`src/rtl/irqc_pkg.sv`:
```
package irqc_pkg;

  localparam int NSRC    = 64;
  localparam int BANK_W  = 32;
  localparam int BIT_W   = $clog2(BANK_W);
  localparam int VEC_W   = $clog2(NSRC);
  localparam int VEC_LSB = BANK_W - VEC_W;

  typedef enum logic [1:0] {
    SNS_LEVEL = 2'd0,
    SNS_EXT   = 2'd1,
    SNS_PORT  = 2'd2
  } sense_cls_e;

  typedef enum logic [2:0] {
    RA_MASK_HI = 3'd0,
    RA_MASK_LO = 3'd1,
    RA_PEND_HI = 3'd2,
    RA_PEND_LO = 3'd3,
    RA_VECTOR  = 3'd4,
    RA_ESEL    = 3'd5
  } reg_addr_e;

  // 1 when the source lives in the high bank
  function automatic logic src_in_hi(input int unsigned s);
    return ((s >= 16) && (s < 32)) || (s >= 48);
  endfunction

  // bit position inside its bank
  function automatic logic [BIT_W-1:0] src_bit(input int unsigned s);
    int unsigned b;
    if (s == 0)       b = 0;
    else if (s < 16)  b = 16 - s;
    else if (s < 19)  b = 18 - s;
    else if (s < 31)  b = 33 - s;
    else if (s == 31) b = 0;
    else if (s < 48)  b = 63 - s;
    else              b = s - 32;
    return BIT_W'(b);
  endfunction

  function automatic sense_cls_e src_class(input int unsigned s);
    if ((s >= 19) && (s <= 25)) return SNS_EXT;
    if (s >= 48)                return SNS_PORT;
    return SNS_LEVEL;
  endfunction

  // edge-select bit governing an external or port source
  function automatic logic [BIT_W-1:0] esel_bit(input int unsigned s);
    if (s >= 48) return BIT_W'(s - 32);
    return BIT_W'(33 - s);
  endfunction

endpackage

```
`src/rtl/irqc_sync.sv`:
```
module irqc_sync #(
  parameter int W      = 64,
  parameter int STAGES = 2
) (
  input  logic         clk,
  input  logic         rst_n,
  input  logic [W-1:0] d_n,
  output logic [W-1:0] cur_n,
  output logic [W-1:0] prev_n
);
  logic [W-1:0] chain [STAGES];

  genvar g;
  generate
    for (g = 0; g < STAGES; g++) begin : g_stage
      if (g == 0) begin : g_first
        always_ff @(posedge clk or negedge rst_n) begin
          if (!rst_n) chain[g] <= '1;
          else        chain[g] <= d_n;
        end
      end else begin : g_next
        always_ff @(posedge clk or negedge rst_n) begin
          if (!rst_n) chain[g] <= '1;
          else        chain[g] <= chain[g-1];
        end
      end
    end
  endgenerate

  always_ff @(posedge clk or negedge rst_n) begin
    if (!rst_n) prev_n <= '1;
    else        prev_n <= chain[STAGES-1];
  end

  assign cur_n = chain[STAGES-1];
endmodule

```
`src/rtl/irqc_sense.sv`:
```
module irqc_sense
  import irqc_pkg::*;
(
  input  logic [NSRC-1:0]   cur_n,
  input  logic [NSRC-1:0]   prev_n,
  input  logic [BANK_W-1:0] esel,
  output logic [NSRC-1:0]   fire,
  output logic [BANK_W-1:0] set_hi,
  output logic [BANK_W-1:0] set_lo
);
  genvar s;
  generate
    for (s = 0; s < NSRC; s++) begin : g_src
      localparam sense_cls_e CLS = src_class(s);
      localparam int unsigned EB = esel_bit(s);
      logic fall, rise;
      assign fall = prev_n[s] & ~cur_n[s];
      assign rise = ~prev_n[s] & cur_n[s];
      if (CLS == SNS_EXT) begin : g_ext
        assign fire[s] = esel[EB] ? fall : ~cur_n[s];
      end else if (CLS == SNS_PORT) begin : g_port
        assign fire[s] = esel[EB] ? fall : (fall | rise);
      end else begin : g_lvl
        assign fire[s] = ~cur_n[s];
      end
    end
  endgenerate

  // fold source events into bank bit positions
  always_comb begin
    set_hi = '0;
    set_lo = '0;
    for (int unsigned k = 0; k < NSRC; k++) begin
      if (src_in_hi(k)) set_hi[src_bit(k)] = set_hi[src_bit(k)] | fire[k];
      else              set_lo[src_bit(k)] = set_lo[src_bit(k)] | fire[k];
    end
  end
endmodule

```
`src/rtl/irqc_prio.sv`:
```
module irqc_prio
  import irqc_pkg::*;
(
  input  logic [BANK_W-1:0] pend_hi,
  input  logic [BANK_W-1:0] pend_lo,
  input  logic [BANK_W-1:0] mask_hi,
  input  logic [BANK_W-1:0] mask_lo,
  output logic [VEC_W-1:0]  vec_src,
  output logic              any
);
  logic [BANK_W-1:0] act_hi, act_lo;
  assign act_hi = pend_hi & mask_hi;
  assign act_lo = pend_lo & mask_lo;
  assign any    = |{act_hi, act_lo};

  // scan downward so the lowest active source is the last one written
  always_comb begin
    vec_src = '0;
    for (int k = NSRC - 1; k >= 0; k--) begin
      if (src_in_hi(k) ? act_hi[src_bit(k)] : act_lo[src_bit(k)])
        vec_src = VEC_W'(k);
    end
  end
endmodule

```
`src/rtl/irqc_regs.sv`:
```
module irqc_regs
  import irqc_pkg::*;
#(
  parameter int ADDR_W = 3
) (
  input  logic              clk,
  input  logic              rst_n,
  input  logic              wr_en,
  input  logic [ADDR_W-1:0] addr,
  input  logic [BANK_W-1:0] wdata,
  input  logic [BANK_W-1:0] set_hi,
  input  logic [BANK_W-1:0] set_lo,
  input  logic [VEC_W-1:0]  vec_src,
  output logic [BANK_W-1:0] mask_hi,
  output logic [BANK_W-1:0] mask_lo,
  output logic [BANK_W-1:0] pend_hi,
  output logic [BANK_W-1:0] pend_lo,
  output logic [BANK_W-1:0] esel,
  output logic [BANK_W-1:0] clr_hi,
  output logic [BANK_W-1:0] clr_lo,
  output logic [BANK_W-1:0] rdata
);
  logic hit_mhi, hit_mlo, hit_phi, hit_plo, hit_esel;
  assign hit_mhi  = wr_en && (addr == ADDR_W'(RA_MASK_HI));
  assign hit_mlo  = wr_en && (addr == ADDR_W'(RA_MASK_LO));
  assign hit_phi  = wr_en && (addr == ADDR_W'(RA_PEND_HI));
  assign hit_plo  = wr_en && (addr == ADDR_W'(RA_PEND_LO));
  assign hit_esel = wr_en && (addr == ADDR_W'(RA_ESEL));

  assign clr_hi = hit_phi ? wdata : '0;
  assign clr_lo = hit_plo ? wdata : '0;

  always_ff @(posedge clk or negedge rst_n) begin
    if (!rst_n) begin
      mask_hi <= '0;
      mask_lo <= '0;
      esel    <= '0;
    end else begin
      if (hit_mhi)  mask_hi <= wdata;
      if (hit_mlo)  mask_lo <= wdata;
      if (hit_esel) esel    <= wdata;
    end
  end

  // set wins over a write-one clear in the same cycle
  always_ff @(posedge clk or negedge rst_n) begin
    if (!rst_n) begin
      pend_hi <= '0;
      pend_lo <= '0;
    end else begin
      pend_hi <= (pend_hi & ~clr_hi) | set_hi;
      pend_lo <= (pend_lo & ~clr_lo) | set_lo;
    end
  end

  always_comb begin
    unique case (addr)
      ADDR_W'(RA_MASK_HI): rdata = mask_hi;
      ADDR_W'(RA_MASK_LO): rdata = mask_lo;
      ADDR_W'(RA_PEND_HI): rdata = pend_hi;
      ADDR_W'(RA_PEND_LO): rdata = pend_lo;
      ADDR_W'(RA_VECTOR):  rdata = {vec_src, {VEC_LSB{1'b0}}};
      ADDR_W'(RA_ESEL):    rdata = esel;
      default:             rdata = '0;
    endcase
  end
endmodule

```
`src/rtl/irq_bank64_ctrl.sv`:
```
module irq_bank64_ctrl
  import irqc_pkg::*;
#(
  parameter int SYNC_STAGES = 2,
  parameter int ADDR_W      = 3
) (
  input  logic              clk_i,
  input  logic              rst_ni,
  input  logic [NSRC-1:0]   src_n_i,
  input  logic              wr_en_i,
  input  logic [ADDR_W-1:0] addr_i,
  input  logic [BANK_W-1:0] wdata_i,
  output logic [BANK_W-1:0] rdata_o,
  output logic              irq_o
);
  logic [NSRC-1:0]   cur_n, prev_n, fire;
  logic [BANK_W-1:0] esel, set_hi, set_lo, clr_hi, clr_lo;
  logic [BANK_W-1:0] mask_hi, mask_lo, pend_hi, pend_lo;
  logic [VEC_W-1:0]  vec_src;
  logic              any_act;

  irqc_sync #(.W(NSRC), .STAGES(SYNC_STAGES)) u_sync (
    .clk(clk_i), .rst_n(rst_ni), .d_n(src_n_i),
    .cur_n(cur_n), .prev_n(prev_n)
  );

  irqc_sense u_sense (
    .cur_n(cur_n), .prev_n(prev_n), .esel(esel),
    .fire(fire), .set_hi(set_hi), .set_lo(set_lo)
  );

  irqc_regs #(.ADDR_W(ADDR_W)) u_regs (
    .clk(clk_i), .rst_n(rst_ni), .wr_en(wr_en_i), .addr(addr_i),
    .wdata(wdata_i), .set_hi(set_hi), .set_lo(set_lo), .vec_src(vec_src),
    .mask_hi(mask_hi), .mask_lo(mask_lo), .pend_hi(pend_hi), .pend_lo(pend_lo),
    .esel(esel), .clr_hi(clr_hi), .clr_lo(clr_lo), .rdata(rdata_o)
  );

  irqc_prio u_prio (
    .pend_hi(pend_hi), .pend_lo(pend_lo), .mask_hi(mask_hi), .mask_lo(mask_lo),
    .vec_src(vec_src), .any(any_act)
  );

  assign irq_o = any_act;
endmodule

```
`config.mk`:
```
export PLATFORM = sky130hd
export DESIGN_NAME = irq_bank64_ctrl
export DESIGN_NICKNAME = d
export VERILOG_FILES = /design/src/rtl/irqc_pkg.sv /design/src/rtl/irqc_sync.sv /design/src/rtl/irqc_sense.sv /design/src/rtl/irqc_prio.sv /design/src/rtl/irqc_regs.sv /design/src/rtl/irq_bank64_ctrl.sv
export SDC_FILE = /design/constraint.sdc
export NUM_CORES = 1
export LEC_CHECK = 0
export BUFFER_PORTS_ARGS = -buffer_cell sky130_fd_sc_hd__buf_2
export CELL_PAD_IN_SITES_DETAIL_PLACEMENT = 1
export CELL_PAD_IN_SITES_GLOBAL_PLACEMENT = 2
export CORE_MARGIN = 8
export CORE_UTILIZATION = 44
export CTS_CLUSTER_DIAMETER = 30
export CTS_CLUSTER_SIZE = 25
export DETAILED_ROUTE_END_ITERATION = 8
export PLACE_DENSITY = 0.85
export SLEW_MARGIN = 20
export SYNTH_ARGS = -nofsm -noshare
export SYNTH_HDL_FRONTEND = slang
export SYNTH_HIERARCHICAL = 1
export SYNTH_SLANG_ARGS = --single-unit
```
`constraint.sdc`:
```
create_clock -name clk_i -period 4.9 [get_ports clk_i]
set_clock_uncertainty 0.15 [all_clocks]
set_input_delay 1.47 -clock clk_i [delete_from_list [all_inputs] [get_ports clk_i]]
set_output_delay 1.47 -clock clk_i [all_outputs]
set_load 0.02 [all_outputs]
```
# After elaboration in Yosys (flattened, before gate mapping)
# Index checks and enable logic that the tools add are counted.
# classes
mux,89
n_eq_ne,5
reduce_logical,7
bitwise,144
# op_table
operator,n
6-bit two-way mux,63
32-bit one-hot mux with 6 select lines,1
32-bit AND,4
1-bit NOT,80
32-bit two-way mux,2
32-bit NOT,2
32-bit OR,2
64-bit OR reduction,1
1-bit AND,39
1-bit two-way mux,23
1-bit OR,17
3-bit by 2-bit equality test with 1-bit output (second input constant),2
3-bit equality test (second input constant),2
1-bit logical AND,5
3-bit by 1-bit equality test with 1-bit output (second input constant),1
3-bit logical NOT,1
# totals
out_inout_bits,33
in_bits,102
reg_bits,352
word_cells,253

# Logic depth before layout (Yosys ltp)
# Gate-level depths: netlist (run 1).
# logic_depth
ltp_word,65
ltp_mapped,9
mapped_depth_nobuf,9

# Cells and area by module
# The synthesis (run 1) kept the hierarchy.
# by_module_without_submodules
module,area_each_um2,cells_per_inst,instances
irqc_regs,7402.1,615,1
irqc_sync,5525.3,256,1
irqc_sense,1122.3,184,1
irqc_prio,1078.5,175,1

# Worst setup path before layout (run 1)
# OpenSTA, ideal clock, no wires.
# synth_path
path_kind,input -> output
from,input port addr_i[0]
to,output port rdata_o[28]
path_slack_ns,0.707
path_stages,5
arrival_time_ns,2.573
cell_sequence,buf_4 -> clkbuf_1 -> nand3_1 -> o21a_1 -> o21ai_0
# synth_via
elab_chain_len,2
word_cells_on_any_way,7
classes_between,5 x eq/ne; 1 x mux; 1 x reduce/logical
# synth_rtl
item,line_no,rtl
"start, declared",irq_bank64_ctrl.sv:11,"input logic [ADDR_W-1:0] addr_i,"
3-bit equality test (tied with other cells),irqc_regs.sv:57,unique case (addr)
32-bit one-hot mux with 6 select lines (*),irqc_regs.sv:57,
"end, declared",irq_bank64_ctrl.sv:13,"output logic [BANK_W-1:0] rdata_o,"
# Mark *: on every way between the ends. The rest lies on a longest branch, timed or not.

# Worst setup path after layout (run 1)
# layout_path
from,register u_regs.pend_lo[26]
to,output port rdata_o[29]
# layout_via
elab_chain_len,39
# layout_rtl
item,line_no,rtl
"start, declared",irqc_regs.sv:17,"output logic [BANK_W-1:0] pend_lo,"
"start signal, assigned",irqc_regs.sv:52,pend_lo <= (pend_lo & ~clr_lo) | set_lo;
32-bit AND,irqc_prio.sv:13,assign act_lo = pend_lo & mask_lo;
6-bit two-way mux (37 in a row),irqc_prio.sv:20,if (src_in_hi(k) ? act_hi[src_bit(k)] : act_lo[src_bit(k)])
net vec_src[3],irq_bank64_ctrl.sv:19,logic [VEC_W-1:0] vec_src;
32-bit one-hot mux with 6 select lines,irqc_regs.sv:57,
# The timed path passes the listed nets, and every way through them passes these cells.

==> results.tsv, run 1 <==
stage	metric	value	unit
sta	TNS Setup	0	ns
placement	RePlAce Congestion	0.859	
clock_network	Clock Path Buffers	3	
clock_network	Sink Count	311	
critical_path	reg2reg start	u_sync/cur_n[55]	
placement	area post-placement	14100	um2
pwr	power density cells	538	nW/um2
clock_network	CTS Buf Count	71	
logic_synthesis	Post-Syn Instances	1123	
finish	P&R area growth vs syn	20.4	%
pwr	internal power	6.67	mW
sta	final setup violating endpoints	0	
global_routing	first-pass GRT wire length	57600	um
drt	Vias/cell	5.44	
die	Rows	65	
pwr	leakage	7.14	nW
clock_network	CTS tree	yes	
sta	Max Fclk	0.208	GHz
die	Die X	193	um
placement	Port Buffers	134	
sta	Slew HR	36.9	%
sta	Worst-Margin Slew	0.945	ns
critical_path	Crit Path Max Fanout	4	
sta	RSZ-0062 raised after global routing	no	
pwr	clock share of power	54.3	%
finish	antenna cell count	0	
critical_path	WS Path Type	reg -> out	
worst_hold_path	Hold WC Path Type	reg -> reg	
sta	min cycle time layout	4.80	ns
drt	via count	8954	
logic_synthesis	Avg Cell Area, Syn	12.3	um2
clock_network	Hold-fix buffers, CTS	0	
clock_network	Clock Latency Late Sink	0.54	ns
pwr	peak supply drop	0.373	mV
job	# Max-Cap Violations	0	
clock_network	Reg clk slew, reported paths	0.04	ns
die	CORE AREA	31200	um2
die	Initial Util	44.2	%
drt	drt pass-1 iters	5	
sta	Tcrit/Tclk final	98.0	%
worst_hold_path	hold path startpoint	u_sync/chain[92]	
pwr	P_sw	2.28	mW
critical_path	arrival time worst endpoint	3.18	ns
pwr	Seq pwr share	35.0	%
clock_network	H-tree Lvls	3	
global_routing	initial antenna violation count	1	
critical_path	crit path to	rdata_o[29]	
drt	DR WL/cell	22.0	um
drt	ANT nets after route	0	
logic_synthesis	Synth Cell Area	13800	um2
logic_synthesis	Syn Nets	1241	
critical_path	R2R depth	4	
placement	DP HPWL	24100	um
die	Die Area	37300	um2
global_routing	Congestion Overflow GR	0	
finish	design area	16600	um2
die	die height	193	um
critical_path	Critical Path Source Type	flip-flop	
critical_path	r2r endpoint	u_regs/pend_hi[23]	
critical_path	CP Capture Type	output port	
drt	Remaining DRCs	0	
clock_network	PostCTS Resize Cnt	0	
critical_path	Worst EP required	3.28	ns
sta	fin. max-slew vios	0	
global_routing	GRT Total Usage	20.1	%
finish	final net count	1305	
critical_path	Reg2Reg Setup Slack	3.53	ns
logic_synthesis	YS warnings	6	
pwr	Net Sw Frac	25.5	%
global_routing	vias in the first global route	10040	
drt	DRT Wirelength	36200	um
global_routing	largest net degree at the start of global routing	88	
drt	DRT iter0 DRCs	487	
die	IO Pins	135	
clock_network	root buf cell	clkbuf_16	
clock_network	buffer count from post-CTS setup fixing	0	
sta	Final Hold Fails	0	
pwr	Comb power frac	10.7	%
finish	Finished Core Util	53.2	%
status	status	finished clean	
finish	proportion of layout cells with a drive suffix above 1	44.4	%
critical_path	CP Launch Point	u_regs/pend_lo[26]	
## cells in the final DEF (no fill, tap or decap), types with 24 or more instances in the layout
cell type,n
nand2_1,145
dfstp_2,151
a21o_1,65
mux2_2,97
buf_2,133
dfrtp_1,160
clkbuf_16,75
mux2i_1,28
a22oi_1,24
inv_1,66
## power groups by stage
stage	Clock, mW	Combinational (mW)	Sequential [mW]
after global routing	5.08	1.05	3.17
after detailed placement	0	0.942	3.15
after CTS	4.95	0.959	3.13
final	4.86	0.955	3.13
after floorplan	0	0.710	3.07
after global placement	0	0.919	3.14
## area by class of cell
type | instances | area, um2
clock inverter | 44 | 546
clock buffer | 87 | 1950
timing repair buffer | 155 | 951
fill | 3173 | 14600
tap | 402 | 503
sequential | 311 | 7970
inverter | 66 | 248
multi-input combinational | 582 | 4450
## per-stage QoR
step / power [mW] / hold WS (ns) / std cells / worst slack (ns)
after global routing: 9.29 / 0.203 / 1647 / 0.0213
after floorplan: 3.78 / 0.195 / 1123 / 0.707
after global placement: 4.05 / 0.196 / 1516 / 0.298
after detailed placement: 4.09 / 0.197 / 1516 / 0.237
final: 8.95 / 0.200 / 1647 / 0.100
after CTS: 9.04 / 0.201 / 1647 / 0.00286
## flip-flops by register name, summed over array words and instances, names as in the netlist
signal          count
u_regs/pend_hi     32
u_sync/cur_n       64
u_regs/esel        32
u_regs/mask_lo     32
u_regs/pend_lo     32
u_regs/mask_hi     32
u_sync/chain       64
u_sync/prev_n      23
## metal layers
metal	track usage, %	wire [um]	up-vias	part of all wire (%)
li1	-	-	3980	-
met1	26.2	15600	4641	43
met2	32.8	17600	258	49
met3	4.24	1980	73	5.5
met4	7.72	994	2	2.7
met5	0	13	-	0.036
## critical path, stage by stage, from the launching register on
cell and delay, ns:
dfrtp_1 0.46, a22o_1 0.32, or4_4 0.56, nor2_1 0.13
o21ai_0 0.11, a311oi_2 0.36, a22oi_1 0.16, o221ai_1 0.29
buf_2 0.23
## worst min-delay path by stage
stage	cells past startpoint	end
after global routing	0	u_sync/cur_n[28]
after global placement	0	u_sync/cur_n[4]
after floorplan	0	u_sync/cur_n[0]
after detailed placement	0	u_sync/cur_n[12]
after CTS	0	u_sync/cur_n[61]
final	0	u_sync/cur_n[28]
Power figures use the tool's default switching activity.
==> run 2, diff against run 1 <==
CORE_UTILIZATION = 43   (was 44)
PLACE_DENSITY = 0.87   (was 0.85)
SYNTH_HIERARCHICAL = not set   (was 1)
==> run 2 against run 1 <==
Via count increased by 3.4%. Cell area is essentially flat. Power increased by 1.2%. Sequential cell count stayed put. Critical path depth down 1. Clock-buffer cell count up 1. Maximum frequency increased by 1.9%. Synthesized cell count decreased by 8.4%. Setup slack better by 0.089 ns. Critical path type is now in -> out. Critical endpoint is now rdata_o[31].
==> results.tsv, run 2 <==
stage	metric	value	unit
die	Initial Util	43.5	%
placement	Port Buffers	134	
die	Rows	63	
pwr	peak supply drop	0.332	mV
clock_network	CTS tree	yes	
drt	drt pass-1 iters	5	
critical_path	Worst EP required	3.28	ns
critical_path	slowest stage delay, CP	0.47	ns
logic_synthesis	Syn Nets	1147	
critical_path	CP Capture Type	output port	
logic_synthesis	Post-synth EDFFs	0	
critical_path	Buf/Inv on CP	3	
global_routing	initial antenna violation count	3	
placement	Setup WS pre-CTS	0.141	ns
die	Die Area	35600	um2
global_routing	first-pass GRT wire length	61800	um
drt	via count	9259	
clock_network	Reg clk slew, reported paths	0.05	ns
logic_synthesis	Synth Cell Area	12800	um2
global_routing	vias in the first global route	10753	
logic_synthesis	YS warnings	0	
sta	min cycle time layout	4.71	ns
logic_synthesis	register area share after synthesis	62.2	%
placement	DP HPWL	25300	um
sta	Tcrit/Tclk final	96.1	%
critical_path	Critical Path Source Type	primary input	
clock_network	Clock Latency Late Sink	0.57	ns
logic_synthesis	Synth area leaders	dfrtp_1 (31%), dfstp_2 (31%), mux2_2 (8.5%)	
critical_path	most frequent CP cell	buf_2	
critical_path	Crit Path Max Fanout	6	
clock_network	buffer count from post-CTS setup fixing	0	
global_routing	GRT Total Usage	22.1	%
logic_synthesis	Post-Syn Instances	1029	
die	IO Pins	135	
drt	Remaining DRCs	0	
sta	Max Fclk	0.212	GHz
logic_synthesis	#FFs+latches synth	311	
logic_synthesis	most instantiated library cell after synthesis	nand2_1	
die	die height	189	um
finish	commonest non-fill, non-tap cell in the layout	nand2_1	
clock_network	CTS Buf Count	70	
logic_synthesis	largest area contributor in the netlist	dfrtp_1	
pwr	Comb power frac	10.9	%
finish	P&R area growth vs syn	29.8	%
worst_hold_path	Hold WC Path Type	reg -> reg	
drt	DRT Wirelength	38500	um
drt	DRT iter0 DRCs	586	
finish	# fillers	2988	
sta	Slew HR	43.4	%
finish	final net count	1347	
logic_synthesis	Avg Cell Area, Syn	12.5	um2
finish	proportion of layout cells with a drive suffix above 1	44.0	%
job	# Max-Cap Violations	0	
pwr	Net Sw Frac	26.2	%
sta	Final Hold Fails	0	
clock_network	Clock Path Buffers	3	
pwr	Seq pwr share	34.7	%
status	status	finished clean	
drt	Vias/cell	5.51	
sta	Worst-Margin Slew	0.849	ns
pwr	P_sw	2.37	mW
critical_path	arrival time worst endpoint	3.09	ns
clock_network	root buf cell	clkbuf_16	
sta	TNS Setup	0	ns
pwr	power density cells	545	nW/um2
logic_synthesis	Commonest cells post-synth	nand2_1 (233), dfrtp_1 (160), dfstp_2 (151)	
global_routing	Congestion Overflow GR	0	
finish	most frequent cells in the layout	nand2_1 (233), dfrtp_1 (160), dfstp_2 (151)	
critical_path	top cell family by delay on the critical path	simple AND/OR/NAND/NOR gates	
sta	RSZ-0062 raised after global routing	no	
drt	DR WL/cell	22.9	um
critical_path	CP max stage cell	o41ai_2	
pwr	leakage	7.32	nW
clock_network	Hold-fix buffers, CTS	0	
placement	RePlAce Congestion	0.886	
drt	ANT nets after route	0	
sta	worst setup margin	0.189	ns
logic_synthesis	synth unique cells	61	
logic_synthesis	async set-or-reset flop fraction in the synthesized netlist	100	%
pwr	clock share of power	54.4	%
sta	final setup violating endpoints	0	
clock_network	PostCTS Resize Cnt	0	
clock_network	Sink Count	311	
die	Die X	189	um
pwr	internal power	6.69	mW
sta	fin. max-slew vios	0	
critical_path	worst path cell trace	buf_2 > nor2_1 > and3_1 > nand3_1 > o41ai_2 > buf_4 > buf_2	
critical_path	WS Path Type	in -> out	
logic_synthesis	top-area cell type share of the netlist area	31.2	%
die	CORE AREA	29500	um2
global_routing	largest net degree at the start of global routing	110	
clock_network	H-tree Lvls	3	
logic_synthesis	Post-synth top flop	dfrtp_1	
[run 2: cell count changes in the layout (fill, tap and decap cells not counted), moves of 17 or more]
cell     delta
o21ai_0    +37
nand2_1    +88
o21ai_1    -17
nor2_1     +33
inv_1      -35
a21o_1     -64
[run 2: logic make-up after synthesis]
| group | count (synthesis) | synth area share, % |
|---|---|---|
| mux | 139 | 13.1 |
| buf+inv | 66 | 2.44 |
| flops | 311 | 62.2 |
| fa+ha+maj | 16 | 1.56 |
| simple gates | 326 | 10.7 |
| compound gates | 171 | 9.98 |
[run 2: stage by stage]
step | total power, mW | hold slack (ns) | area, um2 | std cells | util [%]
6_report | 9.06 | 0.195 | 16600 | 1679 | 56.4
5_1_grt | 9.40 | 0.201 | 16600 | 1679 | 56.4
4_1_cts | 9.14 | 0.198 | 16600 | 1677 | 56.4
3_5_place_dp | 4.13 | 0.197 | 14100 | 1547 | 47.7
3_3_place_gp | 4.08 | 0.195 | 14100 | 1547 | 47.7
2_1_floorplan | 3.70 | 0.195 | 12800 | 1029 | -
[run 2: per-layer routing]
layer / vias up / part of all wire (%) / routed length [um] / GRT usage (%)
met1: 4817 / 43 / 16400 / 27.9
met2: 292 / 49 / 19000 / 36.3
met4: 2 / 3.2 / 1220 / 9.56
met3: 86 / 5.0 / 1910 / 4.81
met5: - / 0.021 / 8 / 0
li1: 4062 / - / - / -
[run 2: power groups by stage]
stage	registers, mW	clock network (mW)	logic, mW
3_5_place_dp	3.16	0	0.969
2_1_floorplan	3.07	0	0.632
6_report	3.15	4.93	0.985
4_1_cts	3.14	5.00	0.989
3_3_place_gp	3.14	0	0.938
5_1_grt	3.18	5.14	1.08
[run 2: final cells by class]
cell class | count | area, um2 | share of cell area (%)
Inverter | 31 | 116 | 0.699
Timing Repair Buffer | 163 | 948 | 5.70
Sequential cell | 311 | 7970 | 47.9
Clock buffer | 88 | 1930 | 11.6
Multi-Input combinational cell | 652 | 4560 | 27.4
Tap cell | 390 | 488 | 2.93
Clock inverter | 42 | 618 | 3.72
Antenna cell | 2 | 5.00 | 0.0301
[run 2: worst paths after layout]
check	startpoint	to	slack, ns	cells past startpoint
min	u_sync.chain[125]	u_sync.cur_n[61]	0.20	0
max	addr_i[1]	rdata_o[31]	0.19	7
min reg2reg	u_sync.chain[125]	u_sync.cur_n[61]	0.20	0
max reg2reg	u_sync.cur_n[63]	u_regs.pend_hi[31]	3.40	4
max in group asynchronous	rst_ni	u_sync.cur_n[11]	2.87	2
min in group asynchronous	rst_ni	u_regs.pend_lo[19]	0.83	1
==> run 3, diff against run 2 <==
==> constraint.sdc (replaced) <==
create_clock -name clk_i -period 4.9 [get_ports clk_i]
set_clock_uncertainty 0.15 [all_clocks]
set_input_delay 0.245 -clock clk_i [delete_from_list [all_inputs] [get_ports clk_i]]
set_output_delay 0.245 -clock clk_i [all_outputs]
set_load 0.02 [all_outputs]
==> run 3 against run 2 <==
Sequential power about the same. Combinational power up 7%. Critical endpoint unchanged. Power up 1.5%. Largest power group unchanged. Routed wire length up 6.4%. Critical path depth down 1. Critical path type is now reg -> out. Highest routed layer unchanged.
==> results.tsv, run 3 (same netlist as run 2, synthesis figures left out) <==
stage	metric	value	unit
pwr	peak supply drop	0.285	mV
critical_path	Reg2Reg Setup Slack	3.41	ns
drt	met1 WL	16800	um
pwr	power density cells	527	nW/um2
clock_network	Hold-fix buffers, CTS	97	
finish	Finished Core Util	59.2	%
drt	drt pass-1 iters	5	
global_routing	vias in the first global route	11298	
drt	ANT nets after route	0	
clock_network	H-tree Lvls	3	
sta	TNS Setup	0	ns
sta	Final Hold Fails	0	
global_routing	GRT Total Usage	23.5	%
critical_path	Buf/Inv on CP	1	
pwr	leakage	7.63	nW
clock_network	CTS tree	yes	
drt	DR WL/cell	23.3	um
drt	met2 wire length	20600	um
critical_path	critical path depth	6	
sta	RSZ-0062 raised after global routing	no	
die	Die X	189	um
sta	min cycle time layout	3.27	ns
die	CORE AREA	29500	um2
drt	Vias/cell	5.50	
finish	# fillers	2970	
die	IO Pins	135	
finish	most frequent cells in the layout	nand2_1 (233), dfrtp_1 (160), dfstp_2 (151)	
global_routing	largest net degree at the start of global routing	107	
sta	Slew HR	28.4	%
clock_network	Sink Count	311	
sta	worst setup margin	1.63	ns
worst_hold_path	Hold WC Path Type	in -> async	
placement	Port Buffers	134	
clock_network	CTS Buf Count	70	
drt	DRT Wirelength	41000	um
global_routing	initial antenna violation count	1	
placement	DP HPWL	23800	um
die	Initial Util	43.5	%
finish	proportion of layout cells with a drive suffix above 1	40.0	%
clock_network	Clock Path Buffers	3	
critical_path	worst path cell trace	a22oi_1 > nand3_1 > nor2_1 > nand2_1 > o41ai_1 > buf_2	
placement	Setup WS pre-CTS	1.81	ns
critical_path	CP max stage cell	o41ai_1	
die	Rows	63	
drt	Remaining DRCs	0	
clock_network	PostCTS Resize Cnt	0	
sta	final setup violating endpoints	0	
critical_path	r2r endpoint	u_regs.pend_hi[16]	
clock_network	buffer count from post-CTS setup fixing	0	
status	status	finished clean	
clock_network	Reg clk slew, reported paths	0.04	ns
critical_path	arrival time worst endpoint	2.88	ns
drt	DRT iter0 DRCs	593	
sta	worst hold slack	0.143	ns
die	die height	189	um
drt	Top Layer Used	met5	
global_routing	Congestion Overflow GR	0	
finish	antenna cell count	0	
sta	fin. max-slew vios	0	
critical_path	WS Path Type	reg -> out	
clock_network	root buf cell	clkbuf_16	
die	Die Area	35600	um2
job	# Max-Cap Violations	0	
drt	via count	9661	
sta	Max Fclk	0.306	GHz
finish	commonest non-fill, non-tap cell in the layout	nand2_1	
critical_path	Crit Path Max Fanout	4	
sta	Tcrit/Tclk final	66.8	%
critical_path	top cell family by delay on the critical path	compound AO/OA/AOI/OAI gates	
finish	final net count	1428	
critical_path	CP Launch Point	u_regs.pend_hi[11]	
drt	met3 WL	2030	um
critical_path	R2R depth	4	
critical_path	Critical Path Source Type	flip-flop	
critical_path	Worst EP required	4.51	ns
critical_path	crit path to	rdata_o[31]	
placement	RePlAce Congestion	0.839	
critical_path	reg2reg start	u_sync.cur_n[48]	
sta	Worst-Margin Slew	1.07	ns
clock_network	Clock Latency Late Sink	0.56	ns
critical_path	slowest stage delay, CP	0.74	ns
critical_path	CP Capture Type	output port	
global_routing	first-pass GRT wire length	65600	um
finish	P&R area growth vs syn	36.2	%
run 3: changes by cell type in the layout (fill, tap and decap cells not counted), sizes merged:
cell | before | now
clkinvlp | 9 | 10
clkbuf | 88 | 87
clkinv | 19 | 15
inv | 35 | 37
diode | 2 | 0
buf | 163 | 147
bufinv | 10 | 12
dlygate4sd3 | 0 | 97
run 3: stage by stage:
stage	instances	area (um2)	power (mW)
finish	1758	17400	9.19
global placement	1531	13900	4.06
CTS	1758	17400	9.20
floorplan	1029	12800	3.70
global route	1758	17400	9.51
detailed placement	1531	13900	4.10
run 3: worst min path at each step:
stage	from	endpoint
after floorplan	rst_ni	u_regs.esel[0]
after global placement	rst_ni	u_regs.pend_hi[19]
after detailed placement	rst_ni	u_regs.pend_hi[20]
after CTS	src_n_i[45]	u_sync.chain[109]
after global routing	src_n_i[46]	u_sync.chain[110]
final	rst_ni	u_regs.esel[19]
run 3: power by group:
part / total (mW) / switching [mW] / leakage [nW] / internal (mW)
Combinational: 1.05 / 0.566 / 3.10 / 0.484
Clock: 5.00 / 1.57 / 1.21 / 3.43
Sequential: 3.14 / 0.262 / 3.32 / 2.88
Total: 9.19 / 2.40 / 7.63 / 6.79
run 3: worst register-to-register path, cell delays in order (launching register included):
cell     delay (ns)
dfstp_2        0.54
inv_1          0.06
ha_1           0.30
nor2_1         0.05
a221o_1        0.27
run 3: final cells by class:
cell class / count / area, um2 / share of cell area, %
Multi-Input combinational cell: 652 / 4560 / 26.1
Timing Repair Buffer: 244 / 1770 / 10.2
Inverter: 31 / 116 / 0.667
Sequential cell: 311 / 7970 / 45.7
Clock inverter: 43 / 633 / 3.63
Tap cell: 390 / 488 / 2.80
Clock buffer: 87 / 1910 / 10.9
run 3: layer usage:
| layer | vias up | track usage (%) |
|---|---|---|
| met5 | - | 0 |
| met4 | 2 | 10.8 |
| met3 | 116 | 4.92 |
| met2 | 316 | 39.6 |
| met1 | 5016 | 28.6 |
| li1 | 4211 | - |
